<file path="src/rtl/bsdAccPkg.sv">
package bsdAccPkg;

  typedef logic [1:0] bsdDigit_t;

  localparam bsdDigit_t DIG_NEG  = 2'b00;
  localparam bsdDigit_t DIG_ZERO = 2'b01;
  localparam bsdDigit_t DIG_POS  = 2'b11;

  // strobes from control to datapath
  typedef struct packed {
    logic load;
    logic accumEn;
    logic mergeEn;
  } accStrobes_t;

  function automatic logic signed [2:0] digitVal(input bsdDigit_t d);
    case (d)
      2'b00:   return -3'sd1;
      2'b11:   return 3'sd1;
      default: return 3'sd0;
    endcase
  endfunction

  function automatic bsdDigit_t digitEnc(input logic signed [2:0] v);
    if (v < 3'sd0)      return DIG_NEG;
    else if (v > 3'sd0) return DIG_POS;
    else                return DIG_ZERO;
  endfunction

  // transfer digit of a position, given its digit sum and whether the lower pair is non-negative
  function automatic logic signed [2:0] transferOf(input logic signed [2:0] pSum, input logic lowNonNeg);
    if (pSum >= 3'sd2)       return 3'sd1;
    else if (pSum <= -3'sd2) return -3'sd1;
    else if (pSum == 3'sd1)  return lowNonNeg ? 3'sd1 : 3'sd0;
    else if (pSum == -3'sd1) return lowNonNeg ? 3'sd0 : -3'sd1;
    else                     return 3'sd0;
  endfunction

  // interim digit kept at a position
  function automatic logic signed [2:0] interimOf(input logic signed [2:0] pSum, input logic lowNonNeg);
    if (pSum >= 3'sd2 || pSum <= -3'sd2) return 3'sd0;
    else if (pSum == 3'sd1)  return lowNonNeg ? -3'sd1 : 3'sd1;
    else if (pSum == -3'sd1) return lowNonNeg ? -3'sd1 : 3'sd1;
    else                     return 3'sd0;
  endfunction

endpackage

</file>
<file path="src/rtl/bsdAdd.sv">
module bsdAdd
  import bsdAccPkg::*;
#(
  parameter int N = 17
) (
  input  logic [2*N-1:0] aVec,
  input  logic [2*N-1:0] bVec,
  output logic [2*N-1:0] sumVec
);

  logic signed [2:0] transfer [N];
  logic signed [2:0] interim  [N];

  assign transfer[0] = 3'sd0;

  genvar i;
  generate
    for (i = 0; i < N; i++) begin : g_digit
      logic signed [2:0] pSum;
      logic              lowNonNeg;

      assign pSum = digitVal(aVec[2*i +: 2]) + digitVal(bVec[2*i +: 2]);

      if (i == 0) begin : g_base
        assign lowNonNeg = 1'b1;
      end else begin : g_upper
        assign lowNonNeg = (|aVec[2*i-2 +: 2]) && (|bVec[2*i-2 +: 2]);
      end

      assign interim[i] = interimOf(pSum, lowNonNeg);

      if (i < N - 1) begin : g_xfer
        assign transfer[i+1] = transferOf(pSum, lowNonNeg);
      end

      assign sumVec[2*i +: 2] = digitEnc(interim[i] + transfer[i]);
    end
  endgenerate

endmodule

</file>
<file path="src/rtl/bsdAddTc.sv">
module bsdAddTc
  import bsdAccPkg::*;
#(
  parameter int N       = 17,
  parameter int W       = 8,
  parameter int SHIFT_W = 3
) (
  input  logic [2*N-1:0]     accVec,
  input  logic [W-1:0]       tcVal,
  input  logic [SHIFT_W-1:0] shiftAmt,
  output logic [2*N-1:0]     sumVec
);

  logic [2*N-1:0] tcDigits;

  // two's-complement bits become digits by their sign; the rest are code 01
  always_comb begin
    for (int j = 0; j < N; j++) begin
      tcDigits[2*j +: 2] = DIG_ZERO;
      for (int b = 0; b < W; b++) begin
        if (j == b + int'(shiftAmt) && tcVal[b]) begin
          tcDigits[2*j +: 2] = (b == W - 1) ? DIG_NEG : DIG_POS;
        end
      end
    end
  end

  bsdAdd #(.N(N)) add_i (
    .aVec  (accVec),
    .bVec  (tcDigits),
    .sumVec(sumVec)
  );

endmodule

</file>
<file path="src/rtl/bsdAccCtrl.sv">
module bsdAccCtrl
  import bsdAccPkg::*;
#(
  parameter int HALF_OPS = 4,
  localparam int STEP_W  = (HALF_OPS > 1) ? $clog2(HALF_OPS) : 1
) (
  input  logic              clk,
  input  logic              rstN,
  input  logic              start,
  output accStrobes_t       strobes,
  output logic [STEP_W-1:0] step,
  output logic              done
);

  typedef enum logic [1:0] { ST_IDLE, ST_ACCUM, ST_MERGE } ctrlState_t;

  localparam logic [STEP_W-1:0] LAST_STEP = STEP_W'(HALF_OPS - 1);

  ctrlState_t state;
  logic [STEP_W-1:0] stepQ;

  always_comb begin
    strobes.load    = (state == ST_IDLE) && start;
    strobes.accumEn = (state == ST_ACCUM);
    strobes.mergeEn = (state == ST_MERGE);
  end

  assign step = stepQ;

  always_ff @(posedge clk) begin
    if (!rstN) begin
      state <= ST_IDLE;
      stepQ <= '0;
      done  <= 1'b0;
    end else begin
      done <= strobes.mergeEn;
      case (state)
        ST_IDLE: if (start) begin
          state <= ST_ACCUM;
          stepQ <= '0;
        end
        ST_ACCUM: begin
          if (stepQ == LAST_STEP) begin
            state <= ST_MERGE;
            stepQ <= '0;
          end else begin
            stepQ <= stepQ + 1'b1;
          end
        end
        default: state <= ST_IDLE;
      endcase
    end
  end

endmodule

</file>
<file path="src/rtl/bsdAccDatapath.sv">
module bsdAccDatapath
  import bsdAccPkg::*;
#(
  parameter int NUM_OPS = 8,
  parameter int OP_BITS = 8,
  localparam int HALF_OPS = NUM_OPS / 2,
  localparam int STEP_W   = (HALF_OPS > 1) ? $clog2(HALF_OPS) : 1,
  localparam int SHIFT_W  = $clog2(NUM_OPS),
  localparam int RES_DIG  = OP_BITS + NUM_OPS + 1,
  localparam int RES_W    = 2 * RES_DIG
) (
  input  logic                       clk,
  input  logic                       rstN,
  input  accStrobes_t                strobes,
  input  logic [STEP_W-1:0]          step,
  input  logic [NUM_OPS*OP_BITS-1:0] opBus,
  output logic [RES_W-1:0]           result
);

  localparam logic [RES_W-1:0] ZERO_VEC = {RES_DIG{DIG_ZERO}};

  logic [OP_BITS-1:0] opReg    [NUM_OPS];
  logic [RES_W-1:0]   accHalf  [2];
  logic [RES_W-1:0]   sumHalf  [2];
  logic [SHIFT_W-1:0] shiftAmt [2];
  logic [RES_W-1:0]   mergeSum;

  genvar h;
  generate
    for (h = 0; h < 2; h++) begin : g_half
      assign shiftAmt[h] = SHIFT_W'(h * HALF_OPS) + SHIFT_W'(step);

      bsdAddTc #(.N(RES_DIG), .W(OP_BITS), .SHIFT_W(SHIFT_W)) addTc_i (
        .accVec  (accHalf[h]),
        .tcVal   (opReg[shiftAmt[h]]),
        .shiftAmt(shiftAmt[h]),
        .sumVec  (sumHalf[h])
      );

      always_ff @(posedge clk) begin
        if (!rstN || strobes.load) accHalf[h] <= ZERO_VEC;
        else if (strobes.accumEn)  accHalf[h] <= sumHalf[h];
      end
    end
  endgenerate

  bsdAdd #(.N(RES_DIG)) merge_i (
    .aVec  (accHalf[0]),
    .bVec  (accHalf[1]),
    .sumVec(mergeSum)
  );

  always_ff @(posedge clk) begin
    if (!rstN) begin
      for (int i = 0; i < NUM_OPS; i++) opReg[i] <= '0;
      result <= ZERO_VEC;
    end else begin
      if (strobes.load) begin
        for (int i = 0; i < NUM_OPS; i++) opReg[i] <= opBus[i*OP_BITS +: OP_BITS];
      end
      if (strobes.mergeEn) result <= mergeSum;
    end
  end

endmodule

</file>
<file path="src/rtl/bsdShiftAcc.sv">
module bsdShiftAcc
  import bsdAccPkg::*;
#(
  parameter int NUM_OPS = 8,
  parameter int OP_BITS = 8,
  localparam int HALF_OPS = NUM_OPS / 2,
  localparam int STEP_W   = (HALF_OPS > 1) ? $clog2(HALF_OPS) : 1,
  localparam int RES_W    = 2 * (OP_BITS + NUM_OPS + 1)
) (
  input  logic                       clk,
  input  logic                       rstN,
  input  logic                       start,
  input  logic [NUM_OPS*OP_BITS-1:0] opBus,
  output logic                       done,
  output logic [RES_W-1:0]           result
);

  accStrobes_t       strobes;
  logic [STEP_W-1:0] step;

  bsdAccCtrl #(.HALF_OPS(HALF_OPS)) ctrl_i (
    .clk    (clk),
    .rstN   (rstN),
    .start  (start),
    .strobes(strobes),
    .step   (step),
    .done   (done)
  );

  bsdAccDatapath #(.NUM_OPS(NUM_OPS), .OP_BITS(OP_BITS)) dp_i (
    .clk    (clk),
    .rstN   (rstN),
    .strobes(strobes),
    .step   (step),
    .opBus  (opBus),
    .result (result)
  );

endmodule

</file>
<file path="config.mk">
export PLATFORM = sky130hd
export DESIGN_NAME = bsdShiftAcc
export DESIGN_NICKNAME = d
export VERILOG_FILES = /design/src/rtl/bsdAccPkg.sv /design/src/rtl/bsdAdd.sv /design/src/rtl/bsdAddTc.sv /design/src/rtl/bsdAccCtrl.sv /design/src/rtl/bsdAccDatapath.sv /design/src/rtl/bsdShiftAcc.sv
export SDC_FILE = /design/constraint.sdc
export NUM_CORES = 1
export LEC_CHECK = 0
export ABC_AREA = 1
export BUFFER_PORTS_ARGS = -buffer_cell sky130_fd_sc_hd__buf_4
export CAP_MARGIN = 20
export CORE_MARGIN = 3
export CORE_UTILIZATION = 28
export CTS_CLUSTER_SIZE = 30
export DETAILED_ROUTE_END_ITERATION = 8
export GPL_ROUTABILITY_DRIVEN = 0
export PLACE_DENSITY = 0.46
export REMOVE_ABC_BUFFERS = 1
export SLEW_MARGIN = 0
export SYNTH_ARGS = -nofsm -noshare
export SYNTH_HDL_FRONTEND = slang
export SYNTH_SLANG_ARGS = --single-unit
</file>
<file path="constraint.sdc">
create_clock -name clk -period 9.2 [get_ports clk]
set_clock_uncertainty 0.2 [all_clocks]
set_input_delay 0 -clock clk [delete_from_list [all_inputs] [get_ports clk]]
set_output_delay 0 -clock clk [all_outputs]
set_load 0.01 [all_outputs]
</file>
# Word-level counts from Yosys, hierarchy flattened
# Memory sizes are Yosys's and may differ from the RTL's. A register that Yosys moved wholly into a read port is not among the register bits.
# Cells that the tools add are included.
# word_totals
regBits	39
ram_bits	132
input_bits	67
output_inout_bits	35
n_memories	2
# op_classes
addsub	115
order_cmp	204
eq_ne	409
muxes	927
bitwise_logic	10
reduce_logical	504
# mem_list
memory	words	word_bits	read_ports	rd_clocked_by_memory_dff	wr	line	source
dp_i.accHalf	2	34	2	0	2	bsdAccDatapath.sv:23	logic [RES_W-1:0] accHalf [2];
dp_i.opReg	8	8	2	1	8	bsdAccDatapath.sv:22	logic [OP_BITS-1:0] opReg [NUM_OPS];
# op_table
cell	n
$eq A5 B32 Y1 const A	112
$eq A4 B32 Y1 const A	56
$mux W3	434
$eq A3 B32 Y1 const A	28
$mux W2	356
$logic_not A32 Y1	16
$eq A2 B32 Y1 const A	14
$pmux W3 S2	68
$logic_and A1 B1 Y1	299
$add A3 B3 Y3	99
$eq A3 B1 Y1 const B	51
$eq A3 B2 Y1 const B	51
$ge A3 B3 Y1 const B	51
$gt A3 B1 Y1 const B	51
$le A3 B2 Y1 const B	51
$lt A3 B1 Y1 const B	51
$eq A2 B2 Y1 const B	70
$logic_not A2 Y1	69
$reduce_or A2 Y1	64
$mux W34	2
$mux W8	8
$mux W1	57
$eq A5 B4 Y1 const A	11
$logic_or A1 B1 Y1	52
21 further kinds	48

# Logic depth before layout (Yosys ltp)
# depth
word_depth	24
depth_mapped	22
depth_no_buf	20

# Cells and area by module
# From an unflattened synthesis, not the netlist that was laid out.
# unflattened
cells_unflattened	2870
area_unflattened_um2	21619.5
# modules_own_cells
mod	instances	cells_each	area_each_um2
bsdAccDatapath	1	719	6966.7
bsdAdd at dp_i.merge_i	1	582	4161.5
bsdAdd at dp_i.g_half[0].addTc_i.add_i	1	573	4139.0
bsdAdd at dp_i.g_half[1].addTc_i.add_i	1	572	4120.2
bsdAddTc at dp_i.g_half[0].addTc_i	1	202	1083.5
bsdAddTc at dp_i.g_half[1].addTc_i	1	194	934.6
bsdAccCtrl	1	28	214.0

# Worst setup path after synthesis
# Ideal clock, no wire load.
# synth_timing
path_type	register to register
startpoint	register ctrl_i.stepQ[0] (netlist: ctrl_i.step[0])
endpoint	memory dp_i.accHalf[0][15] in the netlist's numbering (data pin)
setup_ns	0.257
t_arrival_ns	3.461
t_required_ns	8.743
path_slack_ns	5.282
path_stages_with_launch	19
path_buffers	4
synth_period_minus_slack_ns	3.918
path_cell_list	dfxtp_1 -> buf_6 -> inv_4 -> buf_6 -> ha_1 -> buf_2 -> clkbuf_1 -> nand3_1 -> o21ai_0 -> nand3b_1 -> ha_1 -> fa_1 -> a31oi_1 -> a21oi_1 -> o21ai_0 -> ha_1 -> fa_1 -> nor2_1 -> nor3_1
# synth_rtl
item	line	source
start, declared	bsdAccCtrl.sv:20	logic [STEP_W-1:0] stepQ;
start signal, assigned	bsdAccCtrl.sv:47	stepQ <= stepQ + 1'b1;
end, declared	bsdAccDatapath.sv:23	

==> results.py <==
metrics = {
    "outcome": {
        "status": "finished clean",
    },
    "worst_setup_path": {
        "required_ps": 9210,
        "arrival_ps": 5040,
        "reg2reg_from": "ctrl_i.step[0]",
        "path_class": "reg2reg",
        "cp_max_fo": 23,
        "rrSetupSlack_ps": 4160,
        "r2r_end": "dp_i.accHalf[0][25]",
        "reg2reg_depth": 15,
        "worstSetupStartpoint": "ctrl_i.step[0]",
        "cp-start-kind": "flip-flop",
        "worst_setup_path_end_kind": "flip-flop",
        "endpoint": "dp_i.accHalf[0][25]",
    },
    "detailed_routing": {
        "wl_mm": 38.6,
        "ant_nets": 0,
        "via_per_inst": 4.32,
        "dr.pass1.iters": 5,
        "drt-initial-drc-count": 601,
        "drc_errors": 0,
        "vias": 12100,
        "wl_per_cell_um": 13.7,
    },
    "finish": {
        "mostFrequentLayoutCells": "inv_1, nand2_1, ha_1, nor2_1, fa_1",
        "final_core_util_pct": 33.8,
        "drive_gt1_share_pct": 9.11,
        "antennaDiodeCount": 0,
        "fillers": 5789,
        "area_growth_pct": 18.9,
        "final_common_cell": "inv_1",
        "nets": 2431,
        "fin_area_mm2": 0.0188,
    },
    "synth": {
        "yosysSeqAreaShare_pct": 29.6,
        "synthFlopType": "edfxtp_1",
        "yosys.cell_types.count": 48,
        "synth_area_mm2": 0.0158,
        "synth-edff-count": 129,
        "synth-seq-cells": 169,
        "ys_warn_count": 0,
        "synth.avg_cell_area_um2": 8.41,
        "syn_inst": 1876,
        "synthArstFlopShare_pct": 0,
    },
    "sta": {
        "relSlewSlack_pct": 32.7,
        "hold_slack_ps": 162,
        "max_slew.worst_pin.slew_ps": 1010,
        "fmax_ghz": 0.199,
        "fin_setup_tns_ps": 0,
        "hold_viol_final": 0,
        "maxSlewViolCount": 0,
        "worst_slack_ps": 4160,
        "fin_crit_ps": 5040,
        "fin_crit_sh_pct": 54.7,
        "rsz0062_at_grt": "no",
        "setup_violations": 0,
    },
    "global_routing": {
        "grt-ovfl-total": 0,
        "grt_max_degree": 67,
        "grt_pass1_vias": 12100,
        "grt_pass1_wl_mm": 62.8,
        "grtUsageTotal_pct": 13.4,
        "antenna_found_initial": 0,
    },
    "placed_design": {
        "place_ws_ps": 4110,
        "portBuffers": 100,
        "dp_hpwl_mm": 29.3,
        "place_area_mm2": 0.0173,
    },
    "clock_tree": {
        "clk_pin_slew_ps": 70,
        "cts-root-buf": "clkbuf_16",
        "postCtsResizedCells": 0,
        "clk_latency_ps": 480,
        "cts_buffers": 17,
        "post_cts_buffers": 0,
        "cts_htree_levels": 4,
        "cts_tree": "yes",
        "clk_path_buf_depth": 2,
        "cts.sinks": 169,
        "postCtsHoldBufs": 83,
    },
    "hold_path": {
        "holdCritStartpoint": "opBus[11]",
        "hold_class": "in2reg",
    },
    "floorplan": {
        "pin_count": 102,
        "fp.dieH_um": 243,
        "die_area_mm2": 0.0592,
        "rows": 86,
        "initial_core_util_pct": 28.5,
        "coreArea_mm2": 0.0554,
        "die_w_um": 243,
    },
    "run": {
        "cap_viol_max_count": 0,
    },
    "pwr": {
        "p_leak_nw": 9.21,
        "power.density_mw_per_mm2": 201,
        "ir_worst_vdd_mv": 0.161,
    },
}
## layer usage
layer  vias up  global-route usage (%)  wire [um]
met5         -                       0          0
met4         0                    4.08        767
met3        38                    2.99       1530
met2       215                    21.8      17800
met1      5748                    17.9      18500
li1       6148                       -          -
## how the worst min path moves through the flow
| stage | endpoint | depth (start not counted) |
|---|---|---|
| after CTS | dp_i.opReg[3][3] | 4 |
| after global routing | dp_i.opReg[1][5] | 4 |
| after detailed placement | dp_i.opReg[6][5] | 3 |
| final | dp_i.opReg[1][3] | 4 |
| after floorplan | dp_i.result[2] | 1 |
| after global placement | dp_i.opReg[6][5] | 3 |
## power breakdown
group          total, mW  switching, mW  internal (mW)
Combinational       2.05           1.26          0.787
Clock              0.783          0.351          0.432
Sequential         0.942         0.0274          0.915
## metrics by stage
stage | std cells | power [mW]
2_1_floorplan | 1841 | 2.51
3_3_place_gp | 2696 | 2.93
3_5_place_dp | 2696 | 2.99
4_1_cts | 2811 | 3.85
5_1_grt | 2811 | 4.23
6_report | 2811 | 3.78
## cells in the mapped netlist, types with 14 or more instances
| cell | number | share of area [%] |
|---|---|---|
| a21oi_1 | 72 | 2.3 |
| dfxtp_1 | 40 | 5.1 |
| edfxtp_1 | 129 | 25 |
| fa_1 | 131 | 17 |
| ha_1 | 183 | 15 |
| inv_1 | 426 | 10 |
| nand2_1 | 348 | 8.3 |
| nand3_1 | 87 | 2.8 |
| nor2_1 | 171 | 4.1 |
| nor3_1 | 22 | 0.70 |
| o211ai_1 | 29 | 1.4 |
| o21ai_0 | 80 | 2.5 |
| or2_2 | 14 | 0.56 |
## final cells by class
| class | instances | area, um2 | area share [%] |
|---|---|---|---|
| Clock buffer | 17 | 425 | 2.27 |
| Timing Repair Buffer | 190 | 1630 | 8.71 |
| Inverter | 437 | 1650 | 8.80 |
| Multi-Input combinational cell | 1235 | 9240 | 49.3 |
| Sequential cell | 169 | 4670 | 24.9 |
| Clock inverter | 15 | 189 | 1.01 |
| Tap cell | 748 | 936 | 4.99 |
## sequential cells by signal, indices dropped and copies added (netlist names), named ones only
signal,flops
ctrl_i.state,2
ctrl_i.done,1
dp_i.accHalf,65
dp_i.opReg,64
dp_i.result,33
ctrl_i.step,2
## worst max-delay path, cell delays in order (launching register included)
cell	delay (ps)
dfxtp_1	820
inv_4	210
ha_1	490
inv_1	230
nor2_1	130
nand3_2	170
nand3_1	160
ha_1	250
fa_1	530
inv_1	60
o21ai_0	350
o21ai_0	230
ha_1	240
fa_1	420
o21ai_0	170
nor2_1	70
## logic make-up after synthesis
| kind of cell | share of synthesized area (%) |
|---|---|
| compound gates | 8.11 |
| fa+ha+maj | 31.1 |
| buf+inv | 11.9 |
| flops | 29.6 |
| other cells | 0.0476 |
| simple gates | 19.2 |
Power figures use the tool's default switching activity.
